[config.mk]
export PLATFORM = sky130hd
export DESIGN_NAME = dbuf_regbank
export DESIGN_NICKNAME = d
export VERILOG_FILES = /design/src/rtl/dbuf_regbank.sv
export SDC_FILE = /design/constraint.sdc
export NUM_CORES = 1
export LEC_CHECK = 0
export BUFFER_PORTS_ARGS = -buffer_cell sky130_fd_sc_hd__buf_2
export CAP_MARGIN = 20
export CORE_MARGIN = 4
export CORE_UTILIZATION = 48
export DETAILED_ROUTE_END_ITERATION = 7
export PLACE_DENSITY = 0.81
export SYNTH_ARGS = -nofsm -noshare
export SYNTH_HDL_FRONTEND = slang
export SYNTH_SLANG_ARGS = --single-unit
[constraint.sdc]
create_clock -name clk -period 3.4 [get_ports clk]
set_input_delay 0.17 -clock clk [delete_from_list [all_inputs] [get_ports clk]]
set_output_delay 0.17 -clock clk [all_outputs]
set_load 0.005 [all_outputs]
[src/rtl/dbuf_regbank.sv]
module dbuf_regbank #(
  parameter int NUM_REGS = 8,
  parameter int DATA_W   = 8,
  parameter int ADDR_W   = 10,
  parameter logic [ADDR_W-1:0] BASE_ADDR = 10'h010,
  parameter logic [ADDR_W-1:0] UPD_ADDR  = 10'h234,
  parameter logic [NUM_REGS*DATA_W-1:0] RST_VAL = 64'h8877_6655_4433_2211
) (
  input  logic                         clk,
  input  logic                         rst_n,
  input  logic [ADDR_W-1:0]            req_addr,
  input  logic                         wr_en,
  input  logic [DATA_W-1:0]            wr_data,
  input  logic                         rd_en,
  output logic [DATA_W-1:0]            rd_data,
  output logic [NUM_REGS*DATA_W-1:0]   active_o
);

  localparam int BANK_W = NUM_REGS * DATA_W;

  logic [BANK_W-1:0]   stage_q, stage_nx, active_q;
  logic [NUM_REGS-1:0] hit;
  logic                upd_pend;
  logic [DATA_W-1:0]   rd_mux;

  wire upd_wr = wr_en && (req_addr == UPD_ADDR);

  for (genvar i = 0; i < NUM_REGS; i++) begin : g_byte
    assign hit[i] = (req_addr == BASE_ADDR + ADDR_W'(i));
    assign stage_nx[i*DATA_W +: DATA_W] =
      (wr_en && hit[i]) ? wr_data : stage_q[i*DATA_W +: DATA_W];
  end

  always_ff @(posedge clk or negedge rst_n) begin
    if (!rst_n) begin
      stage_q  <= RST_VAL;
      active_q <= RST_VAL;
      upd_pend <= 1'b0;
    end else begin
      stage_q  <= stage_nx;
      upd_pend <= upd_wr && wr_data[0];
      if (upd_pend) active_q <= stage_nx;
    end
  end

  always_comb begin
    rd_mux = '0;
    if (req_addr == UPD_ADDR) rd_mux = DATA_W'(upd_pend);
    for (int i = 0; i < NUM_REGS; i++)
      if (hit[i]) rd_mux = stage_q[i*DATA_W +: DATA_W];
  end

  assign rd_data  = rd_en ? rd_mux : '0;
  assign active_o = active_q;

endmodule

==> impl_metrics.csv, run 1 <==
group,metric,value,unit
clock_tree,clk_pin_slew,0.05,ns
floorplan,dieHeight,118.1,µm
global_routing,track_usage,20.13,%
sta,tightest_slew,0.9402,ns
sta,setup_tns,0,ns
power,ir_worst_vdd,0.2663,mV
status,status,"finished, final reports clean",
yosys,yosysUniqueCellTypes,38,
cells_and_area,nFillCells,866,
hold_path,worstHoldPathType,"in2reg",
sta,max_freq,386.3,MHz
clock_tree,root_buffer,"clkbuf_16",
yosys,postSynthAreaPerCell,15.28,µm²
critical_path,cp.arrival,2.42,ns
power,powerDensity,496.5,mW/mm²
sta,finalClockSkew,0.008153,ns
yosys,synth_edf_count,0,
floorplan,ios,94,
yosys,syn-num-nets,403,
floorplan,initial_core_util,49.92,%
critical_path,cp_cell_sequence,"buf_2, or4b_4, nor3b_1, nand3_1, o32ai_1, buf_2",
cells_and_area,n_antenna_cell,0,
routing,vias_per_cell,5.752,
flow_run,drv_cap,0,
global_routing,grt_util_met3,5.492,%
cells_and_area,area_delta_synth_final,20.33,%
sta,relSlewSlack,37.19,%
clock_tree,cts.sinks,129,
critical_path,crit_path_frequent_cell,"buf_2",
floorplan,core-area,0.01166,mm²
critical_path,worst-path-buf-inv,2,
sta,finalHoldViolations,0,
routing,drc,0,
routing,routedWlPerCell,21.30,µm
floorplan,rows,39,
critical_path,cpMaxStageDelayCell,"or4b_4",
placed_design,gp_congestion,0.9032,
critical_path,critPathCaptureType,"output pin",
yosys,synthCells,381,
power,power_frac_seq,44.9,%
clock_tree,htreeDepth,4,
critical_path,path_class,"in2out",
routing,vias,3641,
yosys,yosysWarnings,0,
global_routing,first_global_vias,3985,
cells_and_area,drive_gt1_share,64.69,%
clock_tree,cts_buffers,17,
yosys,ys.flop_type,"dfrtp_1",
global_routing,grt_max_degree,70,
yosys,ys_seq_area_share,56.57,%
critical_path,cp_top_family,"simple AND/OR/NAND/NOR gates",
routing,drtPass1Iterations,5,
power,p_leak,3.518,nW
sta,layout_setup_ws,0.8116,ns
clock_tree,cts_tree,"done",
power,p_clk_share,51.2,%
clock_tree,cts-resized-gates,0,
global_routing,top_usage_layer,"met2",
sta,finalSetupViolations,0,
critical_path,critPathMaxFanout,6,
floorplan,die-area,0.01395,mm²
power,intPower,2.728,mW
sta,finalMaxSlewViolations,0,
global_routing,antenna_found_initial,0,
sta,fin_crit_sh,76.13,%
critical_path,crit_path_start_kind,"input port",
power,swShare,21.57,%
yosys,postSynth.asyncResetShare,100.0,%
placed_design,port_buffers,93,
sta,min_period,2.588,ns
global_routing,gr-usage-met1,27.08,%
power,p_comb_share,4.0,%
cells_and_area,nNetsFinal,499,
sta,rsz0062_at_grt,"no",
placed_design,hpwl,9.330,mm
yosys,syn-cell-area,0.005822,mm²
power,power.switching,750.4,µW
yosys,ys_ff_latch,129,
critical_path,critPathRequiredTime,3.23,ns
clock_tree,clock_path_buffers,2,
routing,ant_nets,0,
routing,drt_iter0_drc,266,
placed_design,placement.setup.worst_slack,0.7002,ns
power,power,3.479,mW
global_routing,grt-ovfl-total,0,
global_routing,use_met2,31.05,%
floorplan,fp.dieW,118.1,µm
routing,totalWireLength,13.49,mm
clock_tree,clk-insertion-delay-late,0.42,ns
global_routing,grt_pass1_wl,21.92,mm
critical_path,critPathMaxStageDelay,0.58,ns
==> metrics by stage <==
step	hold slack (ns)	util (%)	std cells	cell area, µm²
floorplan	-0.1256	-	381	5822
global placement	0.2744	54.98	600	6412
detailed placement	0.2867	54.98	600	6412
CTS	0.1176	60.07	633	7005
global route	0.1177	60.07	633	7005
finish	0.1377	60.07	633	7005
==> cell type report <==
cell class              instances  area, µm²  area share [%]
clock buffers                  22      474.2           6.769
clock inverters                10      108.9           1.554
inverters                       1      3.754         0.05358
multi-input cells             230       2412           34.43
flip-flops and latches        129       3294           47.03
well taps                     143      178.9           2.554
repair buffers                 98      533.0           7.608
==> layer usage <==
| layer | vias up | share of wire [%] |
|---|---|---|
| met3 | 23 | 5.8 |
| met4 | 0 | 1.8 |
| met1 | 1863 | 44 |
| met2 | 146 | 48 |
| li1 | 1609 | - |
| met5 | - | 0 |
==> kinds of logic after synthesis <==
kind of cell / Yosys count / synth area share, %
buffers and inverters: 22 / 1.999
multiplexers: 153 / 32.17
AND/OR/NAND/NOR: 51 / 6.018
AO/OA/AOI/OAI: 26 / 3.245
flip-flops: 129 / 56.57
==> cells in the mapped netlist (2+ instances only) <==
| master | number | area [µm²] |
|---|---|---|
| or4_1 | 2 | 15.01 |
| dfstp_2 | 52 | 1366 |
| mux2_2 | 81 | 912.1 |
| a21oi_1 | 2 | 10.01 |
| dfrtp_1 | 77 | 1927 |
| mux2i_1 | 24 | 240.2 |
| o211ai_1 | 2 | 15.01 |
| nand2_1 | 8 | 30.03 |
| buf_6 | 4 | 45.04 |
| buf_1 | 5 | 18.77 |
| nor3_1 | 3 | 15.01 |
| a211oi_1 | 10 | 75.07 |
| o21ai_0 | 3 | 15.01 |
| o32ai_1 | 5 | 43.79 |
| nor2_1 | 12 | 45.04 |
| nor2b_1 | 3 | 18.77 |
| mux2_4 | 48 | 720.7 |
| or4_4 | 2 | 22.52 |
| nand3b_1 | 3 | 22.52 |
| and4_1 | 3 | 26.28 |
| nor4b_1 | 2 | 17.52 |
| nand4_2 | 3 | 37.54 |
| nand3_1 | 2 | 10.01 |
| buf_2 | 3 | 15.01 |
| clkbuf_1 | 9 | 33.78 |
==> registers in the layout, indices dropped and copies added (netlist names) <==
signal	flops
active_o	64
stage_q	64
upd_pend	1
==> cells in the final DEF, fill, tap and decap left out, types with 2 or more instances in the layout <==
master       n
nor2_1      12
nor2b_1      3
mux2i_1     24
or4_4        2
nand3b_1     3
and4_1       3
a211oi_1    10
dfstp_2     52
clkbuf_8     3
o211ai_1     2
buf_4        3
clkinvlp_4   2
nand4_2      3
dfrtp_1     76
mux2_2      81
clkinv_2     5
o21ai_0      3
nand3_1      2
nor3_1       3
buf_12       2
a21oi_1      2
nand2_1      8
o32ai_1      5
bufinv_16    2
clkbuf_16   17
or4_1        2
nor4b_1      2
mux2_4      48
clkbuf_1     2
buf_2       92
==> repair_timing <==
action	CTS	global route
endpoints found under the hold margin	34	0
setup buffers	0	0
hold buffers	1	0
==> power by group through the flow <==
stage / logic, mW / clock network [mW] / registers, mW
floorplan: 0.0608 / 0 / 1.58
global placement: 0.132 / 0 / 1.58
detailed placement: 0.136 / 0 / 1.59
CTS: 0.138 / 1.81 / 1.56
global route: 0.151 / 1.88 / 1.56
finish: 0.138 / 1.78 / 1.56
==> worst paths after layout <==
check                                          from                        to  slack [ns]  cells after the start
setup reg to reg                 upd_pend$_DFF_PN0_  active_o[24]$_DFFE_PN0P_        1.73                      2
hold / removal                           wr_data[0]        upd_pend$_DFF_PN0_        0.14                      2
setup / recovery                        req_addr[3]                rd_data[7]        0.81                      6
min in group asynchronous                     rst_n  active_o[37]$_DFFE_PN0P_        0.38                      2
max in group asynchronous                     rst_n  active_o[17]$_DFFE_PN1P_        2.17                      3
hold reg to reg            active_o[60]$_DFFE_PN0P_  active_o[60]$_DFFE_PN0P_        0.50                      1
No activity file was read; power rests on OpenSTA's default activity.
==> run 2: changes to the inputs <==
--- a/config.mk
+++ b/config.mk
@@ -5,12 +5,13 @@
 export SDC_FILE = /design/constraint.sdc
 export NUM_CORES = 1
 export LEC_CHECK = 0
+export ABC_AREA = 1
 export BUFFER_PORTS_ARGS = -buffer_cell sky130_fd_sc_hd__buf_2
 export CAP_MARGIN = 20
 export CORE_MARGIN = 4
 export CORE_UTILIZATION = 48
 export DETAILED_ROUTE_END_ITERATION = 7
-export PLACE_DENSITY = 0.81
+export PLACE_DENSITY = 0.82
 export SYNTH_ARGS = -nofsm -noshare
 export SYNTH_HDL_FRONTEND = slang
 export SYNTH_SLANG_ARGS = --single-unit
==> constraint.sdc (replaced) <==
create_clock -name clk -period 2.41 [get_ports clk]
set_input_delay 0.1205 -clock clk [delete_from_list [all_inputs] [get_ports clk]]
set_output_delay 0.1205 -clock clk [all_outputs]
set_load 0.005 [all_outputs]
==> run 2 against run 1 <==
  * Critical path depth is 9 higher
  * Clock power is 30% higher
  * Synthesized cell count grew 39%
  * Worst hold slack better by 0.083 ns
  * Setup slack got worse by 0.51 ns
  * Largest power group unchanged
  * Routed wire length is 6.5% higher
  * Flip-flop and latch count unchanged
  * Combinational power grew 12%
  * Via count increased by 18%
  * Non-clock buffer count is 1 higher
  * Largest cell class unchanged
  * Global-route usage rose by 2.5 points
==> impl_metrics.csv, run 2 <==
group,metric,value,unit
status,status,"finished, final reports clean",
yosys,synth_commonest_cells,"124 x nand2_1, 77 x dfrtp_1, 64 x mux2_2, 52 x dfstp_2, 46 x o21ai_0",
yosys,yosys.area.top_type,"dfrtp_1",
critical_path,rr_startpoint,"upd_pend$_DFF_PN0_",
critical_path,ff2ff_setup_slack,0.84,ns
floorplan,core-area,0.01103,mm²
critical_path,critPathCaptureType,"output pin",
floorplan,dieHeight,115.3,µm
sta,rsz0062_at_grt,"no",
global_routing,grt-ovfl-total,0,
critical_path,cp-startpoint,"req_addr[5]",
clock_tree,post_cts_buffers,0,
global_routing,use_met2,35.42,%
yosys,synth_edf_count,0,
sta,setup_tns,0,ns
floorplan,die-area,0.01329,mm²
sta,layout_setup_ws,0.3063,ns
routing,ant_nets,0,
routing,vias_per_cell,5.480,
placed_design,placement.setup.worst_slack,0.4055,ns
global_routing,grt_max_degree,65,
cells_and_area,utilization,60.72,%
floorplan,ios,94,
flow_run,drv_cap,0,
global_routing,grt_pass1_wl,22.77,mm
clock_tree,htreeDepth,4,
critical_path,r2r_end,"active_o[31]$_DFFE_PN0P_",
hold_path,worstHoldPathType,"in2async",
routing,routedWlPerCell,18.34,µm
yosys,syn-num-nets,550,
critical_path,path_class,"in2out",
cells_and_area,nNetsFinal,650,
yosys,ys_seq_area_share,59.60,%
routing,totalWireLength,14.36,mm
clock_tree,cts.sinks,129,
sta,relSlewSlack,46.20,%
yosys,yosysWarnings,0,
yosys,synth_area_leaders,"dfrtp_1 35%, dfstp_2 25%, mux2_2 13%",
critical_path,ff2ff_path_depth,2,
global_routing,first_global_vias,4380,
cells_and_area,final_common_cell,"nand2_1",
sta,finalMaxSlewViolations,0,
yosys,ys_ff_latch,129,
clock_tree,clk_pin_slew,0.06,ns
floorplan,rows,38,
critical_path,cp-endpoint,"rd_data[7]",
clock_tree,cts-resized-gates,0,
cells_and_area,nFillCells,892,
cells_and_area,drive_gt1_share,41.03,%
power,power,4.663,mW
yosys,post-synth-top-count-cell,"nand2_1",
power,powerDensity,696.2,mW/mm²
yosys,syn-cell-area,0.005525,mm²
global_routing,track_usage,22.62,%
placed_design,gp_congestion,0.9691,
critical_path,crit_path_start_kind,"input port",
cells_and_area,most-common-layout-cells,"124 x nand2_1, 92 x buf_2, 76 x dfrtp_1",
sta,tightest_slew,0.8071,ns
floorplan,fp.dieW,115.3,µm
critical_path,critPathRequiredTime,2.29,ns
yosys,synthCells,528,
placed_design,port_buffers,93,
clock_tree,cts_tree,"done",
sta,max_freq,475.4,MHz
power,ir_worst_vdd,0.4333,mV
critical_path,cp.arrival,1.98,ns
routing,drc,0,
placed_design,dp_cells,746,
placed_design,hpwl,9.650,mm
yosys,postSynthAreaPerCell,10.46,µm²
yosys,yosysUniqueCellTypes,25,
clock_tree,cts_buffers,17,
yosys,postSynth.asyncResetShare,100.0,%
routing,vias,4291,
clock_tree,clock_path_buffers,2,
routing,drt_iter0_drc,353,
sta,finalSetupViolations,0,
sta,fin_crit_sh,87.29,%
global_routing,grt_util_met3,6.895,%
cells_and_area,area_delta_synth_final,21.22,%
sta,finalClockSkew,0.006501,ns
clock_tree,clk-insertion-delay-late,0.42,ns
floorplan,initial_core_util,50.09,%
critical_path,critPathMaxFanout,13,
global_routing,top_usage_layer,"met2",
global_routing,gr-usage-met1,28.33,%
yosys,synth_top_area_share,34.87,%
yosys,ys.flop_type,"dfrtp_1",
sta,finalHoldViolations,0,
routing,drtPass1Iterations,5,
cells_and_area,stdcell_count,783,
sta,min_period,2.104,ns
power,p_leak,3.326,nW
global_routing,antenna_found_initial,2,
clock_tree,root_buffer,"clkbuf_16",
[run 2: cell count changes in the layout (fill, tap and decap cells not counted), moves of 14 or more]
cell | previous run | this run
inv_1 | 0 | 24
nor2_1 | 12 | 27
mux2i_1 | 24 | 0
mux2_2 | 81 | 64
nand2_1 | 8 | 124
a21oi_1 | 2 | 20
mux2_4 | 48 | 0
nand3_1 | 2 | 16
o21ai_0 | 3 | 46
o21ai_1 | 0 | 34
[run 2: final cells by class]
| class | instances | area [µm²] | share of cell area [%] |
|---|---|---|---|
| diodes | 2 | 5.005 | 0.07472 |
| clock buffers | 19 | 442.9 | 6.613 |
| clock inverters | 13 | 90.09 | 1.345 |
| inverters | 28 | 105.1 | 1.569 |
| multi-input cells | 353 | 2052 | 30.64 |
| flip-flops and latches | 129 | 3294 | 49.19 |
| well taps | 140 | 175.2 | 2.615 |
| repair buffers | 99 | 533.0 | 7.958 |
[run 2: what timing repair did]
action | in CTS | in global routing
setup endpoints to repair | 0 | 0
hold endpoints to repair | 24 | 0
hold buffers | 3 | 0
[run 2: how the worst min path moves through the flow]
stage	slack (ns)	to	cells after the start	start
2_1_floorplan	-0.18	active_o[10]$_DFFE_PN0P_	0	rst_n
3_3_place_gp	0.11	active_o[18]$_DFFE_PN0P_	1	rst_n
3_5_place_dp	0.13	active_o[19]$_DFFE_PN0P_	1	rst_n
4_1_cts	0.21	stage_q[43]$_DFF_PN0_	3	wr_data[3]
5_1_grt	0.23	stage_q[62]$_DFF_PN0_	3	wr_data[6]
6_report	0.22	active_o[22]$_DFFE_PN0P_	2	rst_n
[run 2: report_power, final]
group | total, mW | switching, mW | internal [mW]
clock network | 2.31 | 0.970 | 1.34
logic | 0.154 | 0.118 | 0.0352
registers | 2.20 | 0.0112 | 2.19
total | 4.66 | 1.10 | 3.56
[run 2: kinds of logic (layout without fill, tap and decap cells)]
group / count (synthesis) / count (layout) / synth area share, %
muxes: 64 / 64 / 13.04
buffers and inverters: 46 / 159 / 3.261
AOI/OAI and AO/OA: 100 / 100 / 9.058
and+or+nand+nor: 189 / 189 / 15.04
other: 0 / 2 / 0
DFF: 129 / 129 / 59.60
[run 2: per-layer routing]
metal / wire length (µm) / share of wire (%)
met5: 0 / 0
met4: 590 / 4.1
met2: 6704 / 47
met3: 1114 / 7.8
met1: 5947 / 41
[run 2: worst max-delay path: stages]
cell	delay, ns
buf_2	0.10
inv_1	0.05
nand2_1	0.08
nor2_4	0.19
nand3_2	0.13
nor2_1	0.18
inv_1	0.21
nand3_1	0.16
nand2_1	0.07
nand3_1	0.10
o21ai_0	0.09
nand2_1	0.07
nand2_1	0.07
a21oi_1	0.20
buf_2	0.16
[run 2: metrics by stage]
step	hold WS, ns	area [µm²]
2_1_floorplan	-0.1751	5525
3_3_place_gp	0.1134	6130
3_5_place_dp	0.1316	6130
4_1_cts	0.2076	6693
5_1_grt	0.2336	6698
6_report	0.2210	6698
==> run 3: changes to the inputs <==
--- a/config.mk
+++ b/config.mk
@@ -9,9 +9,10 @@
 export BUFFER_PORTS_ARGS = -buffer_cell sky130_fd_sc_hd__buf_2
 export CAP_MARGIN = 20
 export CORE_MARGIN = 4
-export CORE_UTILIZATION = 48
+export CORE_UTILIZATION = 56
 export DETAILED_ROUTE_END_ITERATION = 7
-export PLACE_DENSITY = 0.82
+export PLACE_DENSITY = 0.92
 export SYNTH_ARGS = -nofsm -noshare
 export SYNTH_HDL_FRONTEND = slang
 export SYNTH_SLANG_ARGS = --single-unit
+export TNS_END_PERCENT = 20
==> run 3 against run 2 <==
  * Core utilization grew 11 points
  * Highest routed layer unchanged
  * Flip-flop and latch count is the same
  * Cell area grew 0.45%
  * Total power grew 3.4%
  * Routed wire length grew 1.7%
==> impl_metrics.csv, run 3 (synthesis results as in run 2) <==
group,metric,value,unit
critical_path,critPathCaptureType,"output pin",
routing,drtPass1Iterations,5,
routing,drt_iter0_drc,351,
global_routing,grt-ovfl-total,0,
sta,setup_tns,0,ns
clock_tree,cts.sinks,129,
cells_and_area,utilization,71.46,%
cells_and_area,area_delta_synth_final,21.76,%
routing,ant_nets,0,
cells_and_area,final_common_cell,"nand2_1",
global_routing,grt_pass1_wl,23.58,mm
power,power_frac_seq,45.7,%
status,status,"finished, final reports clean",
floorplan,fp.dieW,107.3,µm
critical_path,crit_cells,13,
sta,hold_ws,0.1308,ns
clock_tree,root_buffer,"clkbuf_8",
power,ir_worst_vdd,0.4603,mV
hold_path,min_path_cells,3,
critical_path,cp.arrival,1.94,ns
flow_run,drv_cap,0,
global_routing,first_global_vias,4670,
routing,routedWlPerCell,18.91,µm
sta,finalMaxSlewViolations,0,
global_routing,grt_max_degree,65,
floorplan,rows,35,
routing,vias_per_cell,5.715,
critical_path,critPathMaxFanout,2,
routing,vias,4412,
placed_design,post_dp_cell_area,0.006116,mm²
clock_tree,cts_buffers,17,
floorplan,ios,94,
cells_and_area,register_area,0.003294,mm²
critical_path,crit_path_start_kind,"register",
power,power,4.823,mW
cells_and_area,multiInputGateArea,0.002052,mm²
global_routing,antenna_found_initial,1,
power,p_clk_share,51.1,%
cells_and_area,most-common-layout-cells,"124 x nand2_1, 92 x buf_2, 76 x dfrtp_1",
sta,max_freq,485.3,MHz
routing,drc,0,
sta,rsz0062_at_grt,"no",
floorplan,core-area,0.009415,mm²
sta,finalSetupViolations,0,
power,powerDensity,716.9,mW/mm²
sta,fin_crit_sh,85.51,%
sta,finalClockSkew,0.005608,ns
clock_tree,htreeDepth,4,
critical_path,ff2ff_path_depth,2,
clock_tree,clk-insertion-delay-late,0.53,ns
placed_design,port_buffers,93,
power,swShare,22.76,%
sta,min_period,2.061,ns
floorplan,dieHeight,107.3,µm
critical_path,critPathRequiredTime,2.29,ns
cells_and_area,final_area,0.006728,mm²
placed_design,gp_congestion,1.001,
power,power.switching,1.098,mW
clock_tree,clk_pin_slew,0.06,ns
placed_design,hpwl,9.516,mm
critical_path,cp_top_family,"simple AND/OR/NAND/NOR gates",
critical_path,cp_cell_sequence,"inv_1, nand3_1, nand2_1, nand2_1, nand2_1, nand2_1, nand2_1, nand2_1, nand2_1, nand2_1, nand2_1, a21oi_1, buf_2",
critical_path,worst-path-buf-inv,2,
power,intPower,3.725,mW
sta,relSlewSlack,44.58,%
critical_path,path_class,"reg2out",
cells_and_area,drive_gt1_share,40.97,%
clock_tree,cts-resized-gates,0,
critical_path,critPathMaxStageDelay,0.53,ns
clock_tree,cts_tree,"done",
critical_path,cpMaxStageDelayCell,"dfstp_2",
power,p_leak,3.336,nW
sta,tightest_slew,0.8313,ns
sta,finalHoldViolations,0,
floorplan,initial_core_util,58.68,%
floorplan,die-area,0.01152,mm²
clock_tree,clock_path_buffers,2,
routing,totalWireLength,14.60,mm
critical_path,crit_path_frequent_cell,"nand2_1",
global_routing,track_usage,27.02,%
cells_and_area,nFillCells,616,
hold_path,worstHoldPathType,"in2reg",
cells_and_area,nNetsFinal,651,
power,p_comb_share,3.2,%
==> run 3: changes by cell type in the layout (fill, tap and decap cells not counted) <==
cell           previous run  this run
clkinvlp_4                1         3
clkinv_4                  5         3
clkbuf_16                17        16
bufinv_16                 0         2
clkbuf_8                  1         2
dlygate4sd3_1             3         4
clkinv_2                  6         4
diode_2                   2         1
==> run 3: stage by stage <==
stage / setup slack, ns / std cells
after global routing: 0.1679 / 772
after CTS: 0.3630 / 771
after detailed placement: 0.4062 / 735
after global placement: 0.5115 / 735
final: 0.3493 / 772
after floorplan: 0.7890 / 528
==> run 3: power by group through the flow <==
stage,logic (mW),registers (mW),clock network [mW]
finish,0.156,2.20,2.46
global route,0.174,2.20,2.59
CTS,0.156,2.20,2.47
detailed placement,0.150,2.24,0
global placement,0.143,2.24,0
floorplan,0.0524,2.23,0
==> run 3: worst paths after layout <==
| kind | startpoint | to | slack (ns) |
|---|---|---|---|
| min | wr_data[6] | stage_q[54]$_DFF_PN1_ | 0.13 |
| max in group asynchronous | rst_n | active_o[32]$_DFFE_PN1P_ | 1.42 |
| min in group asynchronous | rst_n | active_o[22]$_DFFE_PN0P_ | 0.19 |
| max reg2reg | upd_pend$_DFF_PN0_ | active_o[60]$_DFFE_PN0P_ | 0.82 |
| min reg2reg | active_o[2]$_DFFE_PN0P_ | active_o[2]$_DFFE_PN0P_ | 0.50 |
| max | stage_q[0]$_DFF_PN1_ | rd_data[0] | 0.35 |
==> run 3: timing repair <==
action / in CTS / in global routing
endpoints found under the hold margin: 38 / 0
hold buffers: 4 / 0
setup buffers: 0 / 0
==> run 3: cell type report <==
class                      instances  share of cell area (%)
antenna                            1                 0.03720
clock buffer                      19                   6.416
clock inverter                    13                   2.046
inverter                          28                   1.562
multi-input combinational        353                   30.50
sequential                       129                   48.97
tap                              129                   2.399
timing repair buffer             100                   8.071
==> run 3: routing by layer <==
| metal | wire [µm] | track usage [%] |
|---|---|---|
| met1 | 5616 | 32.93 |
| met2 | 7123 | 43.43 |
| met3 | 1283 | 8.338 |
| met4 | 577 | 13.98 |
| met5 | 0 | 0 |
==> run 3: tightest hold or removal path, cell delays in order <==
cell and delay [ns]:
buf_2 0.07, inv_1 0.17, o21ai_1 0.24
